`src/rtl/smc_pkg.sv`:
```
package smc_pkg;
  localparam logic [7:0] C_MST_ON  = 8'h00;
  localparam logic [7:0] C_SLV_ON  = 8'h02;
  localparam logic [7:0] C_SLV_OFF = 8'h03;
  localparam logic [7:0] C_SND_ON  = 8'h06;
  localparam logic [7:0] C_SND_OFF = 8'h07;
  localparam logic [7:0] C_DSC_ON  = 8'h08;
  localparam logic [7:0] C_DSC_OFF = 8'h09;
  localparam logic [7:0] C_MDM_ON  = 8'h0A;
  localparam logic [7:0] C_MDM_OFF = 8'h0B;
  localparam logic [7:0] C_SYS_RST = 8'h0D;
  localparam logic [7:0] C_CLK_HI  = 8'h0E;
  localparam logic [7:0] C_CLK_LO  = 8'h0F;
  localparam logic [7:0] C_FETCH   = 8'h10;
  localparam logic [7:0] C_TIME    = 8'h16;
  localparam logic [7:0] C_MEM     = 8'h17;
  localparam logic [7:0] C_NMI     = 8'h18;
  localparam logic [7:0] C_BTN_EN  = 8'h19;
  localparam logic [7:0] C_BTN_DIS = 8'h1A;

  localparam int NUM_UNITS = 4;

  function automatic logic cmd_known(input logic [7:0] c);
    case (c)
      C_MST_ON, C_SLV_ON, C_SLV_OFF, C_SND_ON, C_SND_OFF, C_DSC_ON,
      C_DSC_OFF, C_MDM_ON, C_MDM_OFF, C_SYS_RST, C_CLK_HI, C_CLK_LO,
      C_FETCH, C_TIME, C_MEM, C_NMI, C_BTN_EN, C_BTN_DIS: cmd_known = 1'b1;
      default: cmd_known = 1'b0;
    endcase
  endfunction
endpackage

```
`src/rtl/smc_pulse.sv`:
```
module smc_pulse #(
  parameter int CYC = 4
) (
  input  logic clk,
  input  logic rst_n,
  input  logic start,
  output logic busy
);
  localparam int CW = $clog2(CYC + 1);
  localparam logic [CW-1:0] LOAD = CW'(CYC);

  logic [CW-1:0] cnt_q, cnt_n;

  always_comb begin
    cnt_n = cnt_q;
    if (start)             cnt_n = LOAD;
    else if (cnt_q != '0)  cnt_n = cnt_q - 1'b1;
  end

  always_ff @(posedge clk or negedge rst_n) begin
    if (!rst_n) cnt_q <= '0;
    else        cnt_q <= cnt_n;
  end

  assign busy = (cnt_q != '0);
endmodule

```
`src/rtl/smc_unit.sv`:
```
module smc_unit #(
  parameter int CYC = 4
) (
  input  logic clk,
  input  logic rst_n,
  input  logic on_req,
  input  logic off_req,
  output logic en,
  output logic rst_o
);
  logic en_q, en_n, hold;

  always_comb begin
    en_n = en_q;
    if (on_req)       en_n = 1'b1;
    else if (off_req) en_n = 1'b0;
  end

  always_ff @(posedge clk or negedge rst_n) begin
    if (!rst_n) en_q <= 1'b0;
    else        en_q <= en_n;
  end

  smc_pulse #(.CYC(CYC)) u_hold (
    .clk(clk), .rst_n(rst_n), .start(on_req), .busy(hold)
  );

  assign en    = en_q;
  assign rst_o = !en_q || hold;
endmodule

```
`src/rtl/smc_btn.sv`:
```
module smc_btn (
  input  logic clk,
  input  logic rst_n,
  input  logic btn_async,
  output logic rise
);
  logic s1_q, s2_q, s3_q;

  always_ff @(posedge clk or negedge rst_n) begin
    if (!rst_n) begin
      s1_q <= 1'b0;
      s2_q <= 1'b0;
      s3_q <= 1'b0;
    end else begin
      s1_q <= btn_async;
      s2_q <= s1_q;
      s3_q <= s2_q;
    end
  end

  assign rise = s2_q && !s3_q;
endmodule

```
`src/rtl/sysmgr_ctrl.sv`:
```
module sysmgr_ctrl #(
  parameter int RST_CYC = 4,
  parameter int N_IN    = 7,
  parameter int N_OUT   = 32
) (
  input  logic        clk,
  input  logic        rst_n,
  input  logic [6:0]  bus_addr,
  input  logic        bus_wr,
  input  logic [7:0]  bus_wdata,
  output logic [7:0]  bus_rdata,
  input  logic        reset_btn,
  output logic        mst_rst,
  output logic        sys_rst,
  output logic [3:0]  unit_en,
  output logic [3:0]  unit_rst,
  output logic        clk_sel,
  output logic        nmi_out,
  output logic [55:0] time_val,
  output logic [31:0] ret_mem
);
  import smc_pkg::*;

  localparam logic [6:0] A_IN_LAST = 7'(2 * N_IN - 1);
  localparam logic [6:0] A_CMD     = 7'h1F;
  localparam logic [6:0] A_OUT_0   = 7'h21;
  localparam logic [6:0] A_OUT_END = 7'(8'h21 + 2 * (N_OUT - 1));
  localparam logic [6:0] A_STAT    = 7'h61;
  localparam logic [6:0] A_FLAG    = 7'h63;
  localparam int         OW        = $clog2(N_OUT);
  localparam int         MEM_B     = 4;

  logic [7:0] in_q  [N_IN];
  logic [7:0] out_q [N_OUT];
  logic [7:0] cmd_q, cmd_n;
  logic       flag_q, flag_n;
  logic       clk_q, clk_n;
  logic       ben_q, ben_n;
  logic       nmi_q, nmi_n;
  logic [55:0] time_q;
  logic [31:0] mem_q;

  // bus decode
  logic       in_hit, out_hit, cmd_wr, flag_wr;
  logic [5:0] out_off;
  assign in_hit  = bus_addr[0] && (bus_addr <= A_IN_LAST);
  assign out_hit = bus_addr[0] && (bus_addr >= A_OUT_0) && (bus_addr <= A_OUT_END);
  assign out_off = bus_addr[6:1] - 6'(A_OUT_0 >> 1);
  assign cmd_wr  = bus_wr && (bus_addr == A_CMD);
  assign flag_wr = bus_wr && (bus_addr == A_FLAG) && bus_wdata[0];

  // command decode
  logic       exec, known, fetch, mst_go, sys_cmd, clk_w, clk_v;
  logic       time_ld, mem_ld, nmi_cmd, ben_set, ben_clr, sys_go;
  logic [3:0] u_on, u_off;
  logic       btn_rise;

  always_comb begin
    exec    = flag_q;
    known   = cmd_known(cmd_q);
    fetch   = 1'b0; mst_go = 1'b0; sys_cmd = 1'b0; clk_w = 1'b0; clk_v = 1'b0;
    time_ld = 1'b0; mem_ld = 1'b0; nmi_cmd = 1'b0; ben_set = 1'b0; ben_clr = 1'b0;
    u_on    = '0;   u_off  = '0;
    if (exec) begin
      case (cmd_q)
        C_MST_ON:  mst_go   = 1'b1;
        C_SLV_ON:  u_on[0]  = 1'b1;
        C_SLV_OFF: u_off[0] = 1'b1;
        C_SND_ON:  u_on[1]  = 1'b1;
        C_SND_OFF: u_off[1] = 1'b1;
        C_DSC_ON:  u_on[2]  = 1'b1;
        C_DSC_OFF: u_off[2] = 1'b1;
        C_MDM_ON:  u_on[3]  = 1'b1;
        C_MDM_OFF: u_off[3] = 1'b1;
        C_SYS_RST: sys_cmd  = 1'b1;
        C_CLK_HI:  begin clk_w = 1'b1; clk_v = 1'b1; end
        C_CLK_LO:  begin clk_w = 1'b1; clk_v = 1'b0; end
        C_FETCH:   fetch    = 1'b1;
        C_TIME:    time_ld  = 1'b1;
        C_MEM:     mem_ld   = 1'b1;
        C_NMI:     nmi_cmd  = 1'b1;
        C_BTN_EN:  ben_set  = 1'b1;
        C_BTN_DIS: ben_clr  = 1'b1;
        default:   ;
      endcase
    end
    sys_go = sys_cmd || (clk_w && (clk_v != clk_q));
  end

  // next state for control registers
  always_comb begin
    flag_n = exec ? 1'b0 : (flag_wr ? 1'b1 : flag_q);
    cmd_n  = (cmd_wr && !flag_q) ? bus_wdata : cmd_q;
    clk_n  = clk_w ? clk_v : clk_q;
    ben_n  = ben_set ? 1'b1 : (ben_clr ? 1'b0 : ben_q);
    nmi_n  = nmi_cmd || (btn_rise && ben_q);
  end

  always_ff @(posedge clk or negedge rst_n) begin
    if (!rst_n) begin
      flag_q <= 1'b0;
      cmd_q  <= '0;
      clk_q  <= 1'b0;
      ben_q  <= 1'b0;
      nmi_q  <= 1'b0;
    end else begin
      flag_q <= flag_n;
      cmd_q  <= cmd_n;
      clk_q  <= clk_n;
      ben_q  <= ben_n;
      nmi_q  <= nmi_n;
    end
  end

  // parameter bytes
  for (genvar k = 0; k < N_IN; k++) begin : g_in
    logic wr_en;
    assign wr_en = bus_wr && in_hit && (bus_addr[6:1] == 6'(k));
    always_ff @(posedge clk or negedge rst_n) begin
      if (!rst_n)     in_q[k] <= '0;
      else if (wr_en) in_q[k] <= bus_wdata;
    end
  end

  // result bytes
  for (genvar i = 0; i < N_OUT; i++) begin : g_out
    logic       ld;
    logic [7:0] val;
    if (i == N_OUT - 1) begin : g_last
      assign ld  = exec && known;
      assign val = fetch ? (8'(i) ^ in_q[0]) : cmd_q;
    end else begin : g_body
      assign ld  = fetch;
      assign val = 8'(i) ^ in_q[0];
    end
    always_ff @(posedge clk or negedge rst_n) begin
      if (!rst_n)  out_q[i] <= '0;
      else if (ld) out_q[i] <= val;
    end
  end

  // time and retained memory latches
  always_ff @(posedge clk or negedge rst_n) begin
    if (!rst_n) begin
      time_q <= '0;
      mem_q  <= '0;
    end else begin
      if (time_ld) for (int k = 0; k < N_IN; k++) time_q[8*k +: 8] <= in_q[k];
      if (mem_ld)  for (int k = 0; k < MEM_B; k++) mem_q[8*k +: 8] <= in_q[k];
    end
  end

  // unit sequencers
  for (genvar u = 0; u < NUM_UNITS; u++) begin : g_unit
    smc_unit #(.CYC(RST_CYC)) u_seq (
      .clk(clk), .rst_n(rst_n), .on_req(u_on[u]), .off_req(u_off[u]),
      .en(unit_en[u]), .rst_o(unit_rst[u])
    );
  end

  smc_pulse #(.CYC(RST_CYC)) u_mst (.clk(clk), .rst_n(rst_n), .start(mst_go), .busy(mst_rst));
  smc_pulse #(.CYC(RST_CYC)) u_sys (.clk(clk), .rst_n(rst_n), .start(sys_go), .busy(sys_rst));
  smc_btn u_btn (.clk(clk), .rst_n(rst_n), .btn_async(reset_btn), .rise(btn_rise));

  // read mux
  always_comb begin
    bus_rdata = '0;
    if (in_hit)                  bus_rdata = in_q[bus_addr[3:1]];
    else if (out_hit)            bus_rdata = out_q[out_off[OW-1:0]];
    else if (bus_addr == A_CMD)  bus_rdata = cmd_q;
    else if (bus_addr == A_STAT) bus_rdata = {6'b0, clk_q, ben_q};
    else if (bus_addr == A_FLAG) bus_rdata = {7'b0, flag_q};
  end

  assign clk_sel  = clk_q;
  assign nmi_out  = nmi_q;
  assign time_val = time_q;
  assign ret_mem  = mem_q;
endmodule

```
`config.mk`:
```
export PLATFORM = sky130hd
export DESIGN_NAME = sysmgr_ctrl
export DESIGN_NICKNAME = d
export VERILOG_FILES = /design/src/rtl/smc_pkg.sv /design/src/rtl/smc_pulse.sv /design/src/rtl/smc_unit.sv /design/src/rtl/smc_btn.sv /design/src/rtl/sysmgr_ctrl.sv
export SDC_FILE = /design/constraint.sdc
export NUM_CORES = 1
export LEC_CHECK = 0
export ABC_AREA = 1
export ABC_CLOCK_PERIOD_IN_PS = 2400
export CAP_MARGIN = 5
export CORE_UTILIZATION = 45
export CTS_BUF_LIST = sky130_fd_sc_hd__clkbuf_16
export CTS_CLUSTER_SIZE = 10
export DETAILED_ROUTE_END_ITERATION = 6
export PLACE_DENSITY = 0.75
export RECOVER_POWER = 50
export SYNTH_ARGS = -nofsm -noshare
export SYNTH_HDL_FRONTEND = slang
export SYNTH_HIERARCHICAL = 1
export SYNTH_SLANG_ARGS = --single-unit
```
`constraint.sdc`:
```
create_clock -name clk -period 2.4 [get_ports clk]
set_input_delay 0.24 -clock clk [delete_from_list [all_inputs] [get_ports clk]]
set_output_delay 0.24 -clock clk [all_outputs]
set_load 0.05 [all_outputs]
```
==> results of run 1 <==
==> worst register-to-register path: stages, from the launching register on <==
cell and delay [ns]:
dfrtp_1 0.46, inv_1 0.21, nand2_1 0.11, nor3b_1 0.63, nand2_4 0.06, buf_4 0.31, nand2_1 0.16, o21ai_0 0.09
==> metal layers <==
metal  wire (um)  part of all wire [%]
met1       11100                    45
met2       11400                    46
met3        1500                   6.1
met4         738                   3.0
met5           0                     0
==> layout by cell type, fill, tap and decap left out <==
master and n:
dlygate4sd2_1 4, nand4_1 32, nor3_1 6, nand3b_1 1, o21ai_1 22, o2111ai_1 2
nor2_1 67, dlymetal6s2s_1 3, buf_4 28, clkbuf_2 3, clkdlybuf4s50_1 109, o21ai_2 9
ha_1 12, a21oi_1 15, a31oi_1 3, nand2_2 9, nor2_2 6, nor3b_1 1
o21ai_0 98, bufinv_16 1, nand3_2 1, nor4_1 2, o21a_1 5, nor3_2 2
nand2_1 366, dfrtp_1 202, dlygate4sd3_1 2, buf_6 1, inv_1 122, nand4_4 1
clkinv_1 1, nand2_4 1, nand3_1 90, o211ai_1 2, clkbuf_16 25, inv_2 10
buf_12 10
==> sequential cells by signal, indices dropped and copies added, names as in the netlist, 4 cells and up <==
name,flops
g_unit.u_seq/en,4
out_q,21
cmd_q,8
in_q,48
ret_mem,32
g_unit.u_seq/u_hold/cnt_q,12
g_out.val,8
time_val,56
==> kinds of logic after synthesis <==
logic type	after synthesis
and+or+nand+nor	585
adders and majority gates	12
DFF	202
buffers and inverters	171
AOI/OAI and AO/OA	156
==> Yosys cell counts, drive strengths merged <==
library cell	number	share of area [%]
nand3	91	5.0
nor2	73	3.2
inv	130	5.3
nand2	376	16
dfrtp	202	54
o21a	5	0.40
ha	12	1.6
o2111ai	2	0.19
a21oi	15	0.81
nand4	33	2.4
nand3b	1	0.081
o211ai	2	0.16
clkbuf	15	0.61
o21ai	129	7.3
a31oi	3	0.20
nor4	2	0.13
buf	26	2.0
nor3	8	0.54
nor3b	1	0.20
==> power by group <==
part           internal (uW)  switching [uW]  total, uW  leakage, uW
Combinational            489             894       1380      0.00252
Sequential              3610             124       3730      0.00277
Clock                   1930            1290       3220     0.000334
Total                   6030            2310       8340      0.00562
==> timing repair <==
item	CTS	global route
hold endpoints to repair	56	0
resized for setup	4	3
setup endpoints to repair	4	7
hold buffers	1	0
==> worst min-delay path by stage <==
stage / from / end / slack, ns / cells past startpoint
after floorplan: rst_n / ben_q / -0.06 / 0
after global placement: rst_n / time_val[51] / 0.25 / 1
after detailed placement: rst_n / time_val[54] / 0.25 / 1
after CTS: reset_btn / u_btn/s1_q / 0.17 / 1
after global routing: reset_btn / u_btn/s1_q / 0.28 / 1
final: reset_btn / u_btn/s1_q / 0.29 / 1
==> cell type report <==
type | instances | area share [%]
sequential | 202 | 43.4
inverter | 130 | 4.19
timing repair buffer | 160 | 13.9
tap | 270 | 2.90
clock buffer | 25 | 5.37
clock inverter | 4 | 0.354
multi-input combinational | 753 | 29.9
==> metrics by stage <==
step                      cells  hold slack [ns]  utilization, %  worst slack [ns]
after global placement     1514            0.245            54.5             0.119
final                      1544            0.287            57.6             0.103
after floorplan            1126          -0.0556               -             0.644
after CTS                  1544            0.166            57.8            0.0265
after global routing       1544            0.280            57.6            0.0257
after detailed placement   1514            0.248            54.5            0.0324
==> out/qor.yml, run 1 <==
status:
  status: "finished, final reports clean"
critical_path:
  crit_type: "reg -> out"
  critPathCaptureType: "primary output"
  crit_chain: "inv_1, ha_1, nand2_2, clkdlybuf4s50_1"
  path_buf_inv: 2
  worstPathRequired_ns: 2.16
  critPathTopFamily: "buffers and inverters"
  slowest_stage: "clkdlybuf4s50_1"
  r2r_start: "cmd_q[0]"
  path_max_fanout: 4
  max_stage_delay_ns: 0.80
  cp.depth: 4
  r2r_end: "time_val[7]"
  cp.arrival_ns: 2.06
  crit_end: "sys_rst"
  crit_start: "u_sys/cnt_q[0]"
  ff2ff_setup_slack_ns: 0.21
  reg2regPathDepth: 7
  crit_path_start_kind: "flip-flop"
power:
  ir_drop_mv: 0.478
  p_per_area_nw_per_um2: 715
  report.power.total_uw: 8340
  leakagePower_uw: 0.00562
timing:
  clock_skew_ns: 0.00854
  tightestPinTransition_ns: 1.50
  finalMaxSlewViolations: 0
  tns_ns: 0
  final_hold_viol_count: 0
  finalCritPeriodShare_pct: 95.7
  setup_viol: 0
  clock.fmax_ghz: 0.435
  maxSlewHeadroom_pct: 0.228
  rsz0062_at_grt: "false"
  fin_crit_ns: 2.30
logic_synthesis:
  syn_area_um2: 9280
  netlist-cell-type-count: 31
  synth_top_family_by_area: "simple AND/OR/NAND/NOR gates"
  ys_seq_area_share_pct: 54.5
  synth_fa_ha_area_share_pct: 1.62
  ys_ff_latch: 202
  synthSimpleGateAreaFrac_pct: 27.0
  synth_fp_nets: 1157
  synth_compound_area_share_pct: 9.09
  syn_area_per_cell_um2: 8.24
  synth.mux.area_fraction_pct: 0
  yosys_warnings: 6
  synth_xor_xnor_area_share_pct: 0
  synthCells: 1126
global_route:
  grt_use_met3_pct: 3.29
  grt_max_degree: 78
  grt_overflow: 0
  grtUsageMet1_pct: 33.8
  first_global_vias: 7654
  antenna_found_initial: 0
  grt_usage_pct: 23.9
  grt_pass1_wl_um: 40500
  grt.busiest_layer: "met2"
  gr-usage-met2_pct: 38.0
floorplanning:
  ios: 127
  rows: 52
  die_w_um: 146
  core_um2: 20200
  die-area_um2: 21200
  floorplan.initialDensity_pct: 45.9
  die_h_um: 146
clock_tree:
  clock_latency_ns: 0.51
  clock_path_buffers: 3
  post_cts_buffers: 0
  cts_buffers: 24
  cts_root_buf: "clkbuf_16"
  cts.reportedPaths.clkPinSlew_ns: 0.05
  htreeDepth: 1
  cts_sinks: 202
  cts_tree: "built"
placed_design:
  io_buffers: 126
  place.gp.congestion: 0.970
  hpwlAfterDp_um: 17900
  postPlaceCellArea_um2: 11000
routing:
  finalWirelength_um: 24600
  drc: 0
  via_per_inst: 5.21
  dr.pass1.iters: 6
  vias: 8042
  wl_per_cell_um: 16.0
  ant_nets: 0
  drt_iter0_drc: 703
finish:
  final_nets: 1302
  layout-drive-gt1-share_pct: 8.40
  fillers: 1837
  area_delta_synth_final_pct: 25.5
  n_antenna_cell: 0
  multi_input_area_um2: 3480
  ff_latch_area_um2: 5050
  final_area_um2: 11700
worst_hold_path:
  hp-class: "in -> reg"
flow_run:
  drv_cap: 0
(Power assumes the default switching activity.)
==> run 2: changes to the inputs <==
Settings changed: MAX_ROUTING_LAYER set to met4.
==> run 2 against run 1 <==
Effect of this change:
- the flow now finishes with violations (capacitance limit, slew limit)
- combinational power barely moved
- final cell count rose by 0.26%
- hold slack improved by 0.011 ns
- clock skew rose by 0.0075 ns
- clock-buffer cell count did not move
- die area did not move
- sequential power barely moved
- maximum frequency fell by 1.2%
- sequential cell count did not move
- non-clock buffer count rose by 4
==> out/qor.yml, run 2 (synthesis results as in run 1) <==
status:
  status: "finished, violations left"
  failed_checks: "capacitance limit, slew limit"
worst_hold_path:
  worstHoldStart: "reset_btn"
  hp-class: "in -> reg"
clock_tree:
  clock_latency_ns: 0.51  # about the same
  htreeDepth: 1  # unchanged
  cts_sinks: 202  # unchanged
  cts_buffers: 24  # unchanged
  clock_path_buffers: 3  # unchanged
  cts_tree: "built"
  cts.reportedPaths.clkPinSlew_ns: 0.05  # about the same
  cts_root_buf: "clkbuf_16"
critical_path:
  crit_path_start_kind: "primary input"
  crit_start: "bus_addr[5]"
  path_max_fanout: 10  # +6
  worstPathRequired_ns: 2.16  # about the same
  cp.arrival_ns: 2.08  # +0.02 ns
  critPathCaptureType: "primary output"
  ff2ff_setup_slack_ns: 0.22  # about the same
  r2r_start: "cmd_q[0]"
  crit_type: "in -> out"
floorplanning:
  die_w_um: 146  # unchanged
  core_um2: 20200  # unchanged
  rows: 52  # unchanged
  floorplan.initialDensity_pct: 45.9  # unchanged
  ios: 127  # unchanged
  die-area_um2: 21200  # unchanged
  die_h_um: 146  # unchanged
finish:
  final_cells: 1548  # +0.26%
  area_delta_synth_final_pct: 25.7  # about the same
  layout-drive-gt1-share_pct: 8.69  # +0.29 points
  fillers: 1854  # +0.93%
  largest_reg_flops: 56  # unchanged
  final_common_cell: "nand2_1"
  n_antenna_cell: 0  # unchanged
  final_cell_mix: "nand2_1 (365), dfrtp_1 (202), inv_1 (119), clkdlybuf4s50_1 (112), o21ai_0 (95)"
  final_nets: 1306  # +0.31%
placed_design:
  placed_cells: 1515  # +0.066%
  place.gp.congestion: 0.958  # -1.3%
  io_buffers: 126  # unchanged
  hpwlAfterDp_um: 18100  # +1.5%
global_route:
  grt_max_degree: 78  # unchanged
  grt_overflow: 0  # unchanged
  first_global_vias: 7677  # +0.30%
  antenna_found_initial: 0  # unchanged
  grt_usage_pct: 24.6  # +0.72 points
  grt_pass1_wl_um: 40300  # -0.32%
routing:
  via_per_inst: 5.17  # -0.80%
  dr.pass1.iters: 5  # -1
  drc: 0  # unchanged
  vias: 7998  # -0.55%
  wl_per_cell_um: 16.1  # +0.98%
  ant_nets: 0  # unchanged
  finalWirelength_um: 24900  # +1.2%
  drt_iter0_drc: 708  # +0.71%
timing:
  finalMaxSlewViolations: 76  # +76
  finalCritPeriodShare_pct: 96.9  # +1.1 points
  final_hold_viol_count: 0  # unchanged
  clock.fmax_ghz: 0.430  # -1.2%
  maxSlewHeadroom_pct: -19.1  # -19 points
  tightestPinTransition_ns: 1.79  # +0.289 ns
  setup_viol: 0  # unchanged
  fin_crit_ns: 2.32  # +0.0274 ns
  clock_skew_ns: 0.0160  # +0.00748 ns
  rsz0062_at_grt: "false"
  whs_ns: 0.297  # +0.0105 ns
power:
  report.power.total_uw: 8220  # -1.4%
  leakagePower_uw: 0.00560  # -0.42%
  ir_drop_mv: 0.537  # +12%
  p_per_area_nw_per_um2: 705  # -1.5%
flow_run:
  drv_cap: 1  # +1
## run 2: where the power goes
part	leakage (uW)	internal [uW]	switching [uW]	total, uW
logic	0.00251	496	899	1400
registers	0.00277	3610	119	3730
clock network	0.000320	1820	1270	3090
total	0.00560	5930	2290	8220
## run 2: metal layers
layer  vias up  share of wire (%)  GRT usage, %
met5         -                  0             -
met1      3761                 46          35.2
met2       285                 45          37.6
met4         0                2.2          5.68
met3        51                6.8          3.01
li1       3901                  -             -
## run 2: worst max-delay path: stages
cell and delay, ns:
clkdlybuf4s50_1 0.53, nor2_1 0.36, nand4_4 0.26, a31oi_2 0.28
nand2_1 0.13, nand2_1 0.13, buf_12 0.15
## run 2: path summary, 6_finish.rpt
| path | end | depth (start not counted) |
|---|---|---|
| setup / recovery | bus_rdata[6] | 7 |
| setup reg to reg | time_val[11] | 7 |
| hold reg to reg | u_btn/s2_q | 0 |
| hold / removal | u_btn/s1_q | 1 |
| min in group asynchronous | time_val[51] | 2 |
| max in group asynchronous | ret_mem[10] | 3 |
## run 2: timing repair
action                                  CTS  global route
hold buffers                              1             0
setup buffers                             0             3
endpoints found under the hold margin    73             0
resized for setup                         5             3
endpoints found under the setup margin    5             4
## run 2: final cells by class
cell class / count / area, um2 / share of cell area (%)
flip-flops and latches: 202 / 5050 / 43.3
multi-input cells: 753 / 3490 / 30.0
repair buffers: 164 / 1650 / 14.1
clock buffers: 25 / 626 / 5.36
inverters: 130 / 488 / 4.18
well taps: 270 / 338 / 2.90
clock inverters: 4 / 16.3 / 0.139
## run 2: metrics by stage
stage / cell area [um2] / worst slack [ns] / util, % / setup TNS [ns]
global route: 11700 / 0.0214 / 57.6 / 0
floorplan: 9280 / 0.644 / - / 0
CTS: 11700 / 0.0260 / 57.7 / 0
detailed placement: 11000 / 0.00688 / 54.5 / 0
global placement: 11000 / -0.00883 / 54.5 / -0.00963
finish: 11700 / 0.0755 / 57.6 / 0
